**src/rtl/bch8_pkg.sv**
```systemverilog
package bch8_pkg;

  localparam int GF_M      = 13;
  localparam int CORR_T    = 8;
  localparam logic [GF_M:0] GF_POLY = 14'h201B;
  localparam int GF_ORDER  = (1 << GF_M) - 1;
  localparam int PAR_BITS  = GF_M * CORR_T;
  localparam int DATA_W    = 8;
  localparam int PAR_BYTES = PAR_BITS / DATA_W;
  localparam int SLOT_W    = $clog2(PAR_BYTES);

  typedef logic [GF_M-1:0] gfElem_t;

  typedef struct packed {
    logic              clear;
    logic              absorb;
    logic              shift;
    logic [SLOT_W-1:0] slot;
  } bchStrobe_t;

  function automatic gfElem_t gfMul(input gfElem_t a, input gfElem_t b);
    gfElem_t acc;
    gfElem_t x;
    acc = '0;
    x   = a;
    for (int i = 0; i < GF_M; i++) begin
      if (b[i]) acc = acc ^ x;
      if (x[GF_M-1]) x = (x << 1) ^ GF_POLY[GF_M-1:0];
      else           x = x << 1;
    end
    return acc;
  endfunction

  function automatic gfElem_t gfPow(input int expo);
    gfElem_t r;
    gfElem_t b;
    int e;
    r = gfElem_t'(1);
    b = gfElem_t'(2);
    e = expo % GF_ORDER;
    for (int i = 0; i < GF_M + 1; i++) begin
      if (e[0]) r = gfMul(r, b);
      b = gfMul(b, b);
      e = e >> 1;
    end
    return r;
  endfunction

  // Product of (x + beta) over all conjugates of alpha^1, alpha^3 .. alpha^(2T-1)
  function automatic logic [PAR_BITS:0] genPoly();
    logic [(PAR_BITS+1)*GF_M-1:0] c;
    logic [PAR_BITS:0] g;
    gfElem_t beta;
    int deg;
    int e;
    c = '0;
    c[0 +: GF_M] = gfElem_t'(1);
    deg = 0;
    for (int k = 0; k < CORR_T; k++) begin
      e = 2 * k + 1;
      for (int j = 0; j < GF_M; j++) begin
        beta = gfPow(e);
        for (int d = deg + 1; d >= 1; d--) begin
          c[d*GF_M +: GF_M] = c[(d-1)*GF_M +: GF_M] ^ gfMul(c[d*GF_M +: GF_M], beta);
        end
        c[0 +: GF_M] = gfMul(c[0 +: GF_M], beta);
        deg = deg + 1;
        e = (e * 2) % GF_ORDER;
      end
    end
    for (int d = 0; d <= PAR_BITS; d++) g[d] = c[d*GF_M];
    return g;
  endfunction

  function automatic logic [DATA_W-1:0] padByte(input logic [SLOT_W-1:0] idx);
    case (idx)
      4'd0:    return 8'hEF;
      4'd1:    return 8'h51;
      4'd2:    return 8'h2E;
      4'd3:    return 8'h09;
      4'd4:    return 8'hED;
      4'd5:    return 8'h93;
      4'd6:    return 8'h9A;
      4'd7:    return 8'hC2;
      4'd8:    return 8'h97;
      4'd9:    return 8'h79;
      4'd10:   return 8'hE5;
      4'd11:   return 8'h24;
      4'd12:   return 8'hB5;
      default: return 8'h00;
    endcase
  endfunction

endpackage

```
**src/rtl/bch8_ctrl.sv**
```systemverilog
module bch8_ctrl
  import bch8_pkg::*;
(
  input  logic       clk,
  input  logic       rstN,
  input  logic       inValid,
  input  logic       inFirst,
  input  logic       inLast,
  output logic       inReady,
  output logic       outValid,
  output logic       outLast,
  output bchStrobe_t stb
);

  localparam logic [SLOT_W-1:0] LAST_SLOT = SLOT_W'(PAR_BYTES - 1);

  typedef enum logic {ST_TAKE, ST_EMIT} ctrlState_t;

  ctrlState_t        state;
  logic [SLOT_W-1:0] slot;
  logic              take;

  assign inReady  = (state == ST_TAKE);
  assign take     = inValid && inReady;
  assign outValid = (state == ST_EMIT);
  assign outLast  = outValid && (slot == LAST_SLOT);

  always_comb begin
    stb.clear  = take && inFirst;
    stb.absorb = take;
    stb.shift  = outValid;
    stb.slot   = slot;
  end

  always_ff @(posedge clk or negedge rstN) begin
    if (!rstN) begin
      state <= ST_TAKE;
      slot  <= '0;
    end else begin
      case (state)
        ST_TAKE: begin
          slot <= '0;
          if (take && inLast) state <= ST_EMIT;
        end
        ST_EMIT: begin
          if (slot == LAST_SLOT) begin
            state <= ST_TAKE;
            slot  <= '0;
          end else begin
            slot <= slot + 1'b1;
          end
        end
        default: state <= ST_TAKE;
      endcase
    end
  end

endmodule

```
**src/rtl/bch8_datapath.sv**
```systemverilog
module bch8_datapath
  import bch8_pkg::*;
(
  input  logic              clk,
  input  logic              rstN,
  input  bchStrobe_t        stb,
  input  logic [DATA_W-1:0] inData,
  output logic [DATA_W-1:0] outData
);

  localparam logic [PAR_BITS:0]   GEN_FULL = genPoly();
  localparam logic [PAR_BITS-1:0] GEN_TAPS = GEN_FULL[PAR_BITS-1:0];

  logic [PAR_BITS-1:0] remReg;
  logic [PAR_BITS-1:0] absorbed;
  logic                fb;

  // Byte-wide division step: eight serial steps unrolled, MSB first
  always_comb begin
    absorbed = stb.clear ? '0 : remReg;
    fb       = 1'b0;
    for (int b = DATA_W - 1; b >= 0; b--) begin
      fb       = inData[b] ^ absorbed[PAR_BITS-1];
      absorbed = {absorbed[PAR_BITS-2:0], 1'b0} ^ ({PAR_BITS{fb}} & GEN_TAPS);
    end
  end

  always_ff @(posedge clk or negedge rstN) begin
    if (!rstN) begin
      remReg <= '0;
    end else if (stb.absorb) begin
      remReg <= absorbed;
    end else if (stb.shift) begin
      remReg <= {remReg[PAR_BITS-DATA_W-1:0], {DATA_W{1'b0}}};
    end
  end

  assign outData = remReg[PAR_BITS-1 -: DATA_W] ^ padByte(stb.slot);

endmodule

```
**src/rtl/bch8_sector_encoder.sv**
```systemverilog
module bch8_sector_encoder
  import bch8_pkg::*;
(
  input  logic              clk,
  input  logic              rstN,
  input  logic              inValid,
  input  logic              inFirst,
  input  logic              inLast,
  input  logic [DATA_W-1:0] inData,
  output logic              inReady,
  output logic              outValid,
  output logic              outLast,
  output logic [DATA_W-1:0] outData
);

  bchStrobe_t stb;

  bch8_ctrl u_ctrl (
    .clk      (clk),
    .rstN     (rstN),
    .inValid  (inValid),
    .inFirst  (inFirst),
    .inLast   (inLast),
    .inReady  (inReady),
    .outValid (outValid),
    .outLast  (outLast),
    .stb      (stb)
  );

  bch8_datapath u_dp (
    .clk     (clk),
    .rstN    (rstN),
    .stb     (stb),
    .inData  (inData),
    .outData (outData)
  );

endmodule

```
**config.mk**
```make
export PLATFORM = sky130hd
export DESIGN_NAME = bch8_sector_encoder
export DESIGN_NICKNAME = d
export VERILOG_FILES = /design/src/rtl/bch8_pkg.sv /design/src/rtl/bch8_ctrl.sv /design/src/rtl/bch8_datapath.sv /design/src/rtl/bch8_sector_encoder.sv
export SDC_FILE = /design/constraint.sdc
export NUM_CORES = 1
export LEC_CHECK = 0
export ABC_AREA = 1
export BUFFER_PORTS_ARGS = -buffer_cell sky130_fd_sc_hd__buf_2
export CORE_ASPECT_RATIO = 1.5
export CORE_MARGIN = 4
export CORE_UTILIZATION = 41
export CTS_CLUSTER_SIZE = 8
export DETAILED_ROUTE_END_ITERATION = 10
export PLACE_DENSITY = 0.59
export REMOVE_ABC_BUFFERS = 1
export SLEW_MARGIN = 10
export SYNTH_ARGS = -nofsm -noshare
export SYNTH_HDL_FRONTEND = slang
export SYNTH_SLANG_ARGS = --single-unit
export TNS_END_PERCENT = 100
```
**constraint.sdc**
```tcl
create_clock -name clk -period 2.9 [get_ports clk]
set_input_delay 0.87 -clock clk [delete_from_list [all_inputs] [get_ports clk]]
set_output_delay 0.87 -clock clk [all_outputs]
set_load 0.02 [all_outputs]
```
# Word-level counts from Yosys, hierarchy flattened
# Memory sizes are Yosys's and may differ from the RTL's.
# Cells that the tools add are included.
# word_totals
ff_bits	109
romBits	128
in_bits	13
out_inout_bits	11
wordCells	37
mem_count	1
# classes
addsub	1
eq_ne	1
n_mux	8
n_bitwise	18
n_reduce_logical	5
# memory_table
name	words	word_bits	read_ports	rd_clocked_by_memory_dff	write_ports	line	source
(no name shown)	16	8	1	0	0	bch8_pkg.sv:76	case (idx)
# ops
operator	count
104-bit by 101-bit XOR with 104-bit output	8
104-bit two-way mux	3
4-bit case mux with 2 select lines	1
1-bit XOR	8
8-bit XOR	1
4-bit by 1-bit adder with 4-bit output (second input constant)	1
4-bit equality test (second input constant)	1
1-bit logical AND	4
4-bit two-way mux	1
1-bit two-way mux	2
1-bit case mux with 2 select lines	1
2-bit nonzero test	1
1-bit inverter	1

# Longest topological paths before layout
# Gate-level depths: netlist (run 1).
# depth
depth_word	21
mapped_depth	19

# Hierarchy
# Synthesis (run 1) repeated with hierarchy kept, for this count alone.
# unflattened
hier_cells	1183
hier_area_um2	8405.6
# by_module_without_submodules
mod	instances	cells_each	area_per_inst_um2	seq_area_each_um2
bch8_datapath	1	1151	8139.1	2602.5
bch8_ctrl	1	32	266.5	125.1

# Least setup slack after synthesis (run 1)
# No wires, ideal clock.
# synth_timing
path_kind	input -> register
startpoint	in inFirst
endpoint	reg u_dp.remReg[93]
setup_time_ps	117
arrival_ps	2392
setup_slack_ps	392
cell_stages	17
cell_sequence	nand3_2 buf_6 nand2_1 nand2_1 nand2_1 nand2_2 nand2_4 nand2_1 nand2_4 nand3_1 nand3_2 nand2_1 buf_6 nand2_1 nand3_1 nand2_1 nand2_1
# synth_between
elab_chain_cells	13
elab_cells_between_ends	18
cone_classes	2 x mux; 15 x bitwise; 1 x reduce/logical
# synth_lines
item	line	source
start, declared	bch8_sector_encoder.sv:7	input logic inFirst,
1-bit logical AND *	bch8_ctrl.sv:29	stb.clear = take && inFirst;
104-bit two-way mux *	bch8_datapath.sv:20	absorbed = stb.clear ? '0 : remReg;
104-bit by 101-bit XOR with 104-bit output *	bch8_datapath.sv:24	absorbed = {absorbed[PAR_BITS-2:0], 1'b0} ^ ({PAR_BITS{fb}} & GEN_TAPS);
1-bit XOR / 104-bit by 101-bit XOR with 104-bit output (equally long branches)	bch8_datapath.sv:23, bch8_datapath.sv:24	
104-bit by 101-bit XOR with 104-bit output * (4 in a row)	bch8_datapath.sv:24	
1-bit XOR / 104-bit by 101-bit XOR with 104-bit output (equally long branches)	bch8_datapath.sv:23, bch8_datapath.sv:24	
104-bit by 101-bit XOR with 104-bit output * (3 in a row)	bch8_datapath.sv:24	
104-bit two-way mux *	bch8_datapath.sv:31	end else if (stb.absorb) begin
end signal, assigned	bch8_datapath.sv:32	remReg <= absorbed;
end signal, assigned	bch8_datapath.sv:34	remReg <= {remReg[PAR_BITS-DATA_W-1:0], {DATA_W{1'b0}}};
end, declared	bch8_datapath.sv:14	logic [PAR_BITS-1:0] remReg;
# Every way passes the cells marked *; elsewhere a longest branch is shown, timed or not.
# A chain may end at the register's enable or synchronous reset.

# Worst setup path in the final report (run 1)
# layout_timing
startpoint	reg u_ctrl.slot[0]
endpoint	out outData[4]
# layout_between
elab_chain_cells	2
# layout_lines
item	line	source
start, declared	bch8_ctrl.sv:20	logic [SLOT_W-1:0] slot;
start signal, assigned	bch8_ctrl.sv:50	slot <= slot + 1'b1;
memory read 16 x 8 bit	n/a	
8-bit XOR	bch8_datapath.sv:38	assign outData = remReg[PAR_BITS-1 -: DATA_W] ^ padByte(stb.slot);
end, declared	bch8_sector_encoder.sv:13	output logic [DATA_W-1:0] outData
# No other way between the ends.

==> results.json, run 1 <==
{
  "outcome": "completed",
  "die_area_um2": 21560,
  "hold_viol": 0,
  "fp.dieW_um": 121.2,
  "hold_class": "reg2reg",
  "htree_levels": 3,
  "cts_tree": "built",
  "dp_slack_ns": -0.1340,
  "nets": 1197,
  "cp-end-kind": "primary output",
  "vias": 7523,
  "synth_area_leaders": "dfrtp_1 (35%), nand2_1 (18%), xor2_1 (11%)",
  "port_buffers": 23,
  "tightest_slew_ns": 0.7298,
  "setup_violations": 0,
  "synth_top_cell_area_share_pct": 34.60,
  "maxSlewHeadroom_pct": 51.35,
  "worst_ep_arrival_time_ns": 1.96,
  "syn_area_um2": 7884,
  "yosysSeqAreaShare_pct": 34.60,
  "num_rows": 61,
  "power.density_nw_per_um2": 1419,
  "fin_crit_sh_pct": 97.61,
  "finalPower_uw": 13460,
  "netlist_instances": 1087,
  "path_clk_slew_ns": 0.08,
  "antennaDiodeCount": 0,
  "synth.largest_area_cell": "dfrtp_1",
  "grt_pass1_vias": 7302,
  "clk_path_buf_depth": 2,
  "numClockSinks": 109,
  "syn_area_per_cell_um2": 7.253,
  "maxCapViolCount": 0,
  "ctsHoldBuffers": 0,
  "clk_latency_ns": 0.37,
  "gp_congestion": 0.8193,
  "synth_common_cells": "nand2_1 (381), dfrtp_1 (109), xor2_1 (96), nand3_1 (69), o21ai_0 (66)",
  "grt-ovfl-total": 0,
  "irDropWorstVdd_mv": 0.4619,
  "drt_iter0_drc": 676,
  "period_needed_ns": 2.831,
  "synthArstFlopShare_pct": 100.0,
  "startpoint_type": "flop",
  "io_pins": 24,
  "grt_max_degree": 80,
  "ys.flop_type": "dfrtp_1",
  "syn_to_final_growth_pct": 20.35,
  "root_buffer": "clkbuf_16",
  "synth_seq_cells": 109,
  "skew_ns": 0.009459,
  "drc": 0,
  "rsz0062_at_grt": "true",
  "dieHeight_um": 177.8,
  "yosys_warnings": 0,
  "synth_edf_count": 0,
  "p_leak_uw": 0.004650,
  "synth.distinct_cells": 41,
  "drive_gt1_share_pct": 17.16,
  "critPathRequiredTime_ns": 2.03,
  "cts_buffers": 9,
  "viasPerCell": 5.243,
  "dp_hpwl_um": 17200,
  "antenna_found_initial": 0,
  "globalRouteTotalUtil_pct": 23.60,
  "fin_ws_ns": 0.06924,
  "holdWs_ns": 0.4846,
  "core_um2": 18700,
  "yosysMostFrequentCell": "nand2_1",
  "max_freq_mhz": 353.3,
  "maxSlewViolCount": 0,
  "utilization_pct": 50.74,
  "routed_wl_um": 24160,
  "ant_nets": 0,
  "grt_pass1_wl_um": 39700,
  "critPathKind": "reg2out",
  "dr.pass1.iters": 5,
  "start_util_pct": 42.16,
  "n_fill_cell": 1824,
  "cp_max_fo": 5,
  "wl_per_cell_um": 16.84
}
cells in the final DEF, fill, tap and decap left out, types with 6 or more instances in the layout:
master / n
a21oi_1: 34
a22oi_1: 56
buf_12: 16
buf_2: 21
buf_4: 102
clkbuf_16: 9
dfrtp_1: 107
ha_1: 6
inv_1: 52
inv_2: 8
nand2_1: 381
nand2_2: 16
nand3_1: 69
nor2_1: 39
o21ai_0: 66
o21ai_1: 13
xnor2_1: 29
xor2_1: 96
final timing paths:
path	from	end	slack, ns	depth (start not counted)
worst max register to register	u_ctrl.outValid	u_dp.remReg[85]	0.36	13
min in group asynchronous	rstN	u_dp.remReg[54]	0.51	1
worst max-delay path	u_ctrl.slot[0]	outData[4]	0.07	7
max in group asynchronous	rstN	u_dp.remReg[79]	1.72	2
worst min register to register	u_dp.remReg[19]	u_dp.remReg[19]	0.48	2
worst min-delay path	u_dp.remReg[19]	u_dp.remReg[19]	0.48	2
state kept, by name, summed over array words and instances, names as in the netlist:
| register | count |
|---|---|
| u_dp.remReg | 104 |
| u_ctrl.outValid | 1 |
| u_ctrl.slot | 4 |
cell type report:
type | count | area, um2 | share of cell area [%]
clock buffer | 11 | 242.7 | 2.558
inverter | 61 | 232.7 | 2.453
sequential | 109 | 2730 | 28.77
multi-input combinational | 858 | 4668 | 49.20
timing repair buffer | 139 | 1191 | 12.55
clock inverter | 5 | 107.6 | 1.134
tap | 252 | 315.3 | 3.323
per-stage QoR:
stage	cell area (um2)	TNS [ns]	instances
floorplan	7602	-275.00	1028
global placement	9130	-0.1666	1419
detailed placement	9130	-0.4561	1419
CTS	9480	0	1435
global route	9488	-0.08524	1435
finish	9488	0	1435
worst max-delay path: stages, from the launching register on:
cell and delay, ns:
dfrtp_1 0.38, inv_1 0.15, ha_1 0.28, nand2_1 0.09
o21ai_0 0.08, a22oi_1 0.29, xnor2_1 0.16, buf_2 0.18
per-layer routing:
layer / global-route usage, % / vias to the layer above / wire [um]
li1: - / 3703 / -
met1: 30.46 / 3575 / 10450
met2: 40.41 / 201 / 11870
met3: 3.316 / 44 / 1174
met4: 8.084 / 0 / 673
met5: 0 / - / 0
kinds of logic (layout without fill, tap and decap cells):
logic type | count (synthesis) | after routing | share of synthesized area, %
AOI/OAI and AO/OA | 181 | 181 | 13.70
adders and majority gates | 6 | 6 | 0.9522
xor gates and xnor gates | 132 | 132 | 15.47
buffers and inverters | 120 | 216 | 6.475
DFF | 109 | 109 | 34.60
and+or+nand+nor | 539 | 539 | 28.81
repair_timing:
| action | 4_1_cts | 5_1_grt |
|---|---|---|
| setup buffers | 0 | 0 |
| cloned | 0 | 0 |
| resized for setup | 1 | 3 |
| setup endpoints to repair | 1 | 3 |
power by group:
part           leakage (uW)  switching [uW]  internal, uW
sequential          0.00139             594          2180
clock              0.000170             613           873
combinational       0.00309            5310          3890
total               0.00465            6520          6940
No activity file was read; power rests on OpenSTA's default activity.
==> run 2: changes to the inputs <==
--- a/config.mk
+++ b/config.mk
@@ -12,8 +12,7 @@
 export CORE_UTILIZATION = 41
 export CTS_CLUSTER_SIZE = 8
 export DETAILED_ROUTE_END_ITERATION = 10
-export PLACE_DENSITY = 0.59
-export REMOVE_ABC_BUFFERS = 1
+export PLACE_DENSITY = 0.66
 export SLEW_MARGIN = 10
 export SYNTH_ARGS = -nofsm -noshare
 export SYNTH_HDL_FRONTEND = slang
==> run 2 against run 1 <==
Via count up 0.54%. Global-route usage is 0.61 points lower. Sequential power is essentially flat. Flip-flop and latch count did not move. First-iteration DRC count up 28%. Clock-buffer cell count shrank 1. Clock power down 15%. Utilization decreased by 1.7 points. Critical path depth is 1 higher. Worst setup slack improved by 0.028 ns. Worst hold slack got worse by 0.0025 ns. Critical endpoint is now outData[3]. Largest power group unchanged.
==> results.json, run 2 (synthesized netlist as in run 1, its figures left out) <==
{
  "outcome": "completed",
  "dr.pass1.iters": 6,
  "critPathRequiredTime_ns": 2.03,
  "num_rows": 61,
  "internal_power_uw": 6406,
  "gp_congestion": 0.9387,
  "die_area_um2": 21560,
  "maxSlewViolCount": 0,
  "slowest_delay_ns": 0.36,
  "cp.depth": 8,
  "fin_crit_sh_pct": 96.65,
  "stdcell_count": 1407,
  "critPathKind": "reg2out",
  "tightest_slew_ns": 0.8873,
  "placed_area_um2": 8837,
  "power.switching_uw": 6560,
  "routed_wl_um": 24130,
  "htree_levels": 3,
  "cp_max_fo": 5,
  "grt-ovfl-total": 0,
  "cts_buffers": 9,
  "startpoint_type": "flop",
  "n_fill_cell": 1797,
  "dp.cells": 1390,
  "maxCapViolCount": 0,
  "port_buffers": 23,
  "path_delay_family": "buffers and inverters",
  "globalRouteTotalUtil_pct": 22.98,
  "worstRegToRegCells": 15,
  "max_freq_mhz": 356.8,
  "clk_path_buf_depth": 2,
  "hold_viol": 0,
  "ff2ff_setup_slack_ns": 0.50,
  "grt_pass1_vias": 7136,
  "io_pins": 24,
  "path_buf_inv": 4,
  "dp_hpwl_um": 16880,
  "p_comb_share_pct": 68.8,
  "dieHeight_um": 177.8,
  "root_buffer": "clkbuf_16",
  "grt_pass1_wl_um": 38720,
  "ant_nets": 0,
  "vias": 7564,
  "period_needed_ns": 2.803,
  "nets": 1169,
  "seq_area_um2": 2731,
  "clk_latency_ns": 0.36,
  "crit_start": "u_ctrl.slot[0]",
  "worst_ep_arrival_time_ns": 1.93,
  "fin_area_um2": 9171,
  "switching_share_pct": 50.59,
  "antennaDiodeCount": 0,
  "final_common_cell": "nand2_1",
  "drt_iter0_drc": 867,
  "seqPwrFrac_pct": 21.5,
  "power.density_nw_per_um2": 1414,
  "skew_ns": 0.01334,
  "multi_input_area_um2": 4693,
  "largest_reg_flops": 104,
  "cp-end-kind": "primary output",
  "clkPwrFrac_pct": 9.7,
  "viasPerCell": 5.376,
  "p_leak_uw": 0.004461,
  "cpMaxStageDelayCell": "dfrtp_1",
  "setup_violations": 0,
  "numClockSinks": 109,
  "start_util_pct": 42.16,
  "core_um2": 18700,
  "cts_tree": "built",
  "path_clk_slew_ns": 0.08,
  "grt_max_degree": 69,
  "syn_nets": 1106,
  "path_cells": "inv_1 -> ha_2 -> nor2_1 -> inv_1 -> o311ai_4 -> buf_4 -> xnor2_1 -> buf_4",
  "hold_class": "reg2reg",
  "wl_per_cell_um": 17.15,
  "layout_common_cells": "nand2_1 (381), dfrtp_1 (106), xor2_1 (96)",
  "drive_gt1_share_pct": 15.58,
  "syn_to_final_growth_pct": 16.33,
  "critical_path.endpoint": "outData[3]",
  "drc": 0,
  "rsz0062_at_grt": "false",
  "irDropWorstVdd_mv": 0.4851,
  "regToRegStartpoint": "u_ctrl.outValid",
  "antenna_found_initial": 0,
  "r2r_end": "u_dp.remReg[41]",
  "regMostFlops": "u_dp.remReg",
  "maxSlewHeadroom_pct": 40.85,
  "fp.dieW_um": 121.2
}
[run 2: changes by cell type in the layout (fill, tap and decap cells not counted), moves of 2 or more]
| cell | change |
|---|---|
| inv_8 | +2 |
| clkinv_4 | -2 |
| buf_12 | -6 |
| clkinvlp_4 | +3 |
| buf_4 | -22 |
| bufinv_16 | -3 |
[run 2: metrics by stage]
step	total power (uW)	TNS (ns)	setup WS, ns	util [%]	hold slack, ns
2_1_floorplan	8507	0	0.3917	-	0.4492
3_3_place_gp	11440	-0.1176	-0.03871	47.26	0.4631
3_5_place_dp	11580	-0.1976	-0.03926	47.26	0.4669
4_1_cts	12930	0	0.04633	48.93	0.4889
5_1_grt	14030	0	0.01171	49.05	0.5290
6_report	12970	0	0.09717	49.05	0.4821
[run 2: how the worst min path moves through the flow]
stage          depth (start not counted)            start  slack (ns)               to
2_1_floorplan                          2  u_dp.remReg[49]        0.45  u_dp.remReg[49]
3_3_place_gp                           2  u_dp.remReg[52]        0.46  u_dp.remReg[52]
3_5_place_dp                           2  u_dp.remReg[78]        0.47  u_dp.remReg[78]
4_1_cts                                2  u_dp.remReg[52]        0.49  u_dp.remReg[52]
5_1_grt                                2  u_dp.remReg[82]        0.53  u_dp.remReg[82]
6_report                               2  u_dp.remReg[52]        0.48  u_dp.remReg[52]
[run 2: metal layers]
layer / GRT usage, % / wire length (um) / vias up
li1: - / - / 3642
met1: 28.38 / 9689 / 3622
met2: 38.92 / 11890 / 236
met3: 2.487 / 1106 / 64
met4: 12.85 / 1442 / 0
met5: 0 / 0 / -
[run 2: layout make-up]
type / instances / share of cell area, %
Inverter: 61 / 2.538
Timing Repair Buffer: 111 / 9.877
Tap cell: 252 / 3.438
Sequential cell: 109 / 29.78
Clock buffer: 10 / 2.606
Multi-Input combinational cell: 858 / 51.17
Clock inverter: 6 / 0.5866
[run 2: tightest hold or removal path, cell delays in order, from the launching register on]
cell and delay, ns:
dfrtp_1 0.34, nand2_1 0.05, nand2_1 0.06
[run 2: power by group through the flow]
stage	clock, uW	combinational (uW)	sequential [uW]
CTS	1280	8880	2760
global placement	0	8660	2790
global route	1340	9830	2860
finish	1260	8920	2790
detailed placement	0	8800	2790
floorplan	0	5920	2590
[run 2: timing repair]
action                                  4_1_cts  5_1_grt
gates resized for setup                       3        7
endpoints found under the setup margin        2        2
hold buffers                                  0        0
setup buffers                                 1        0
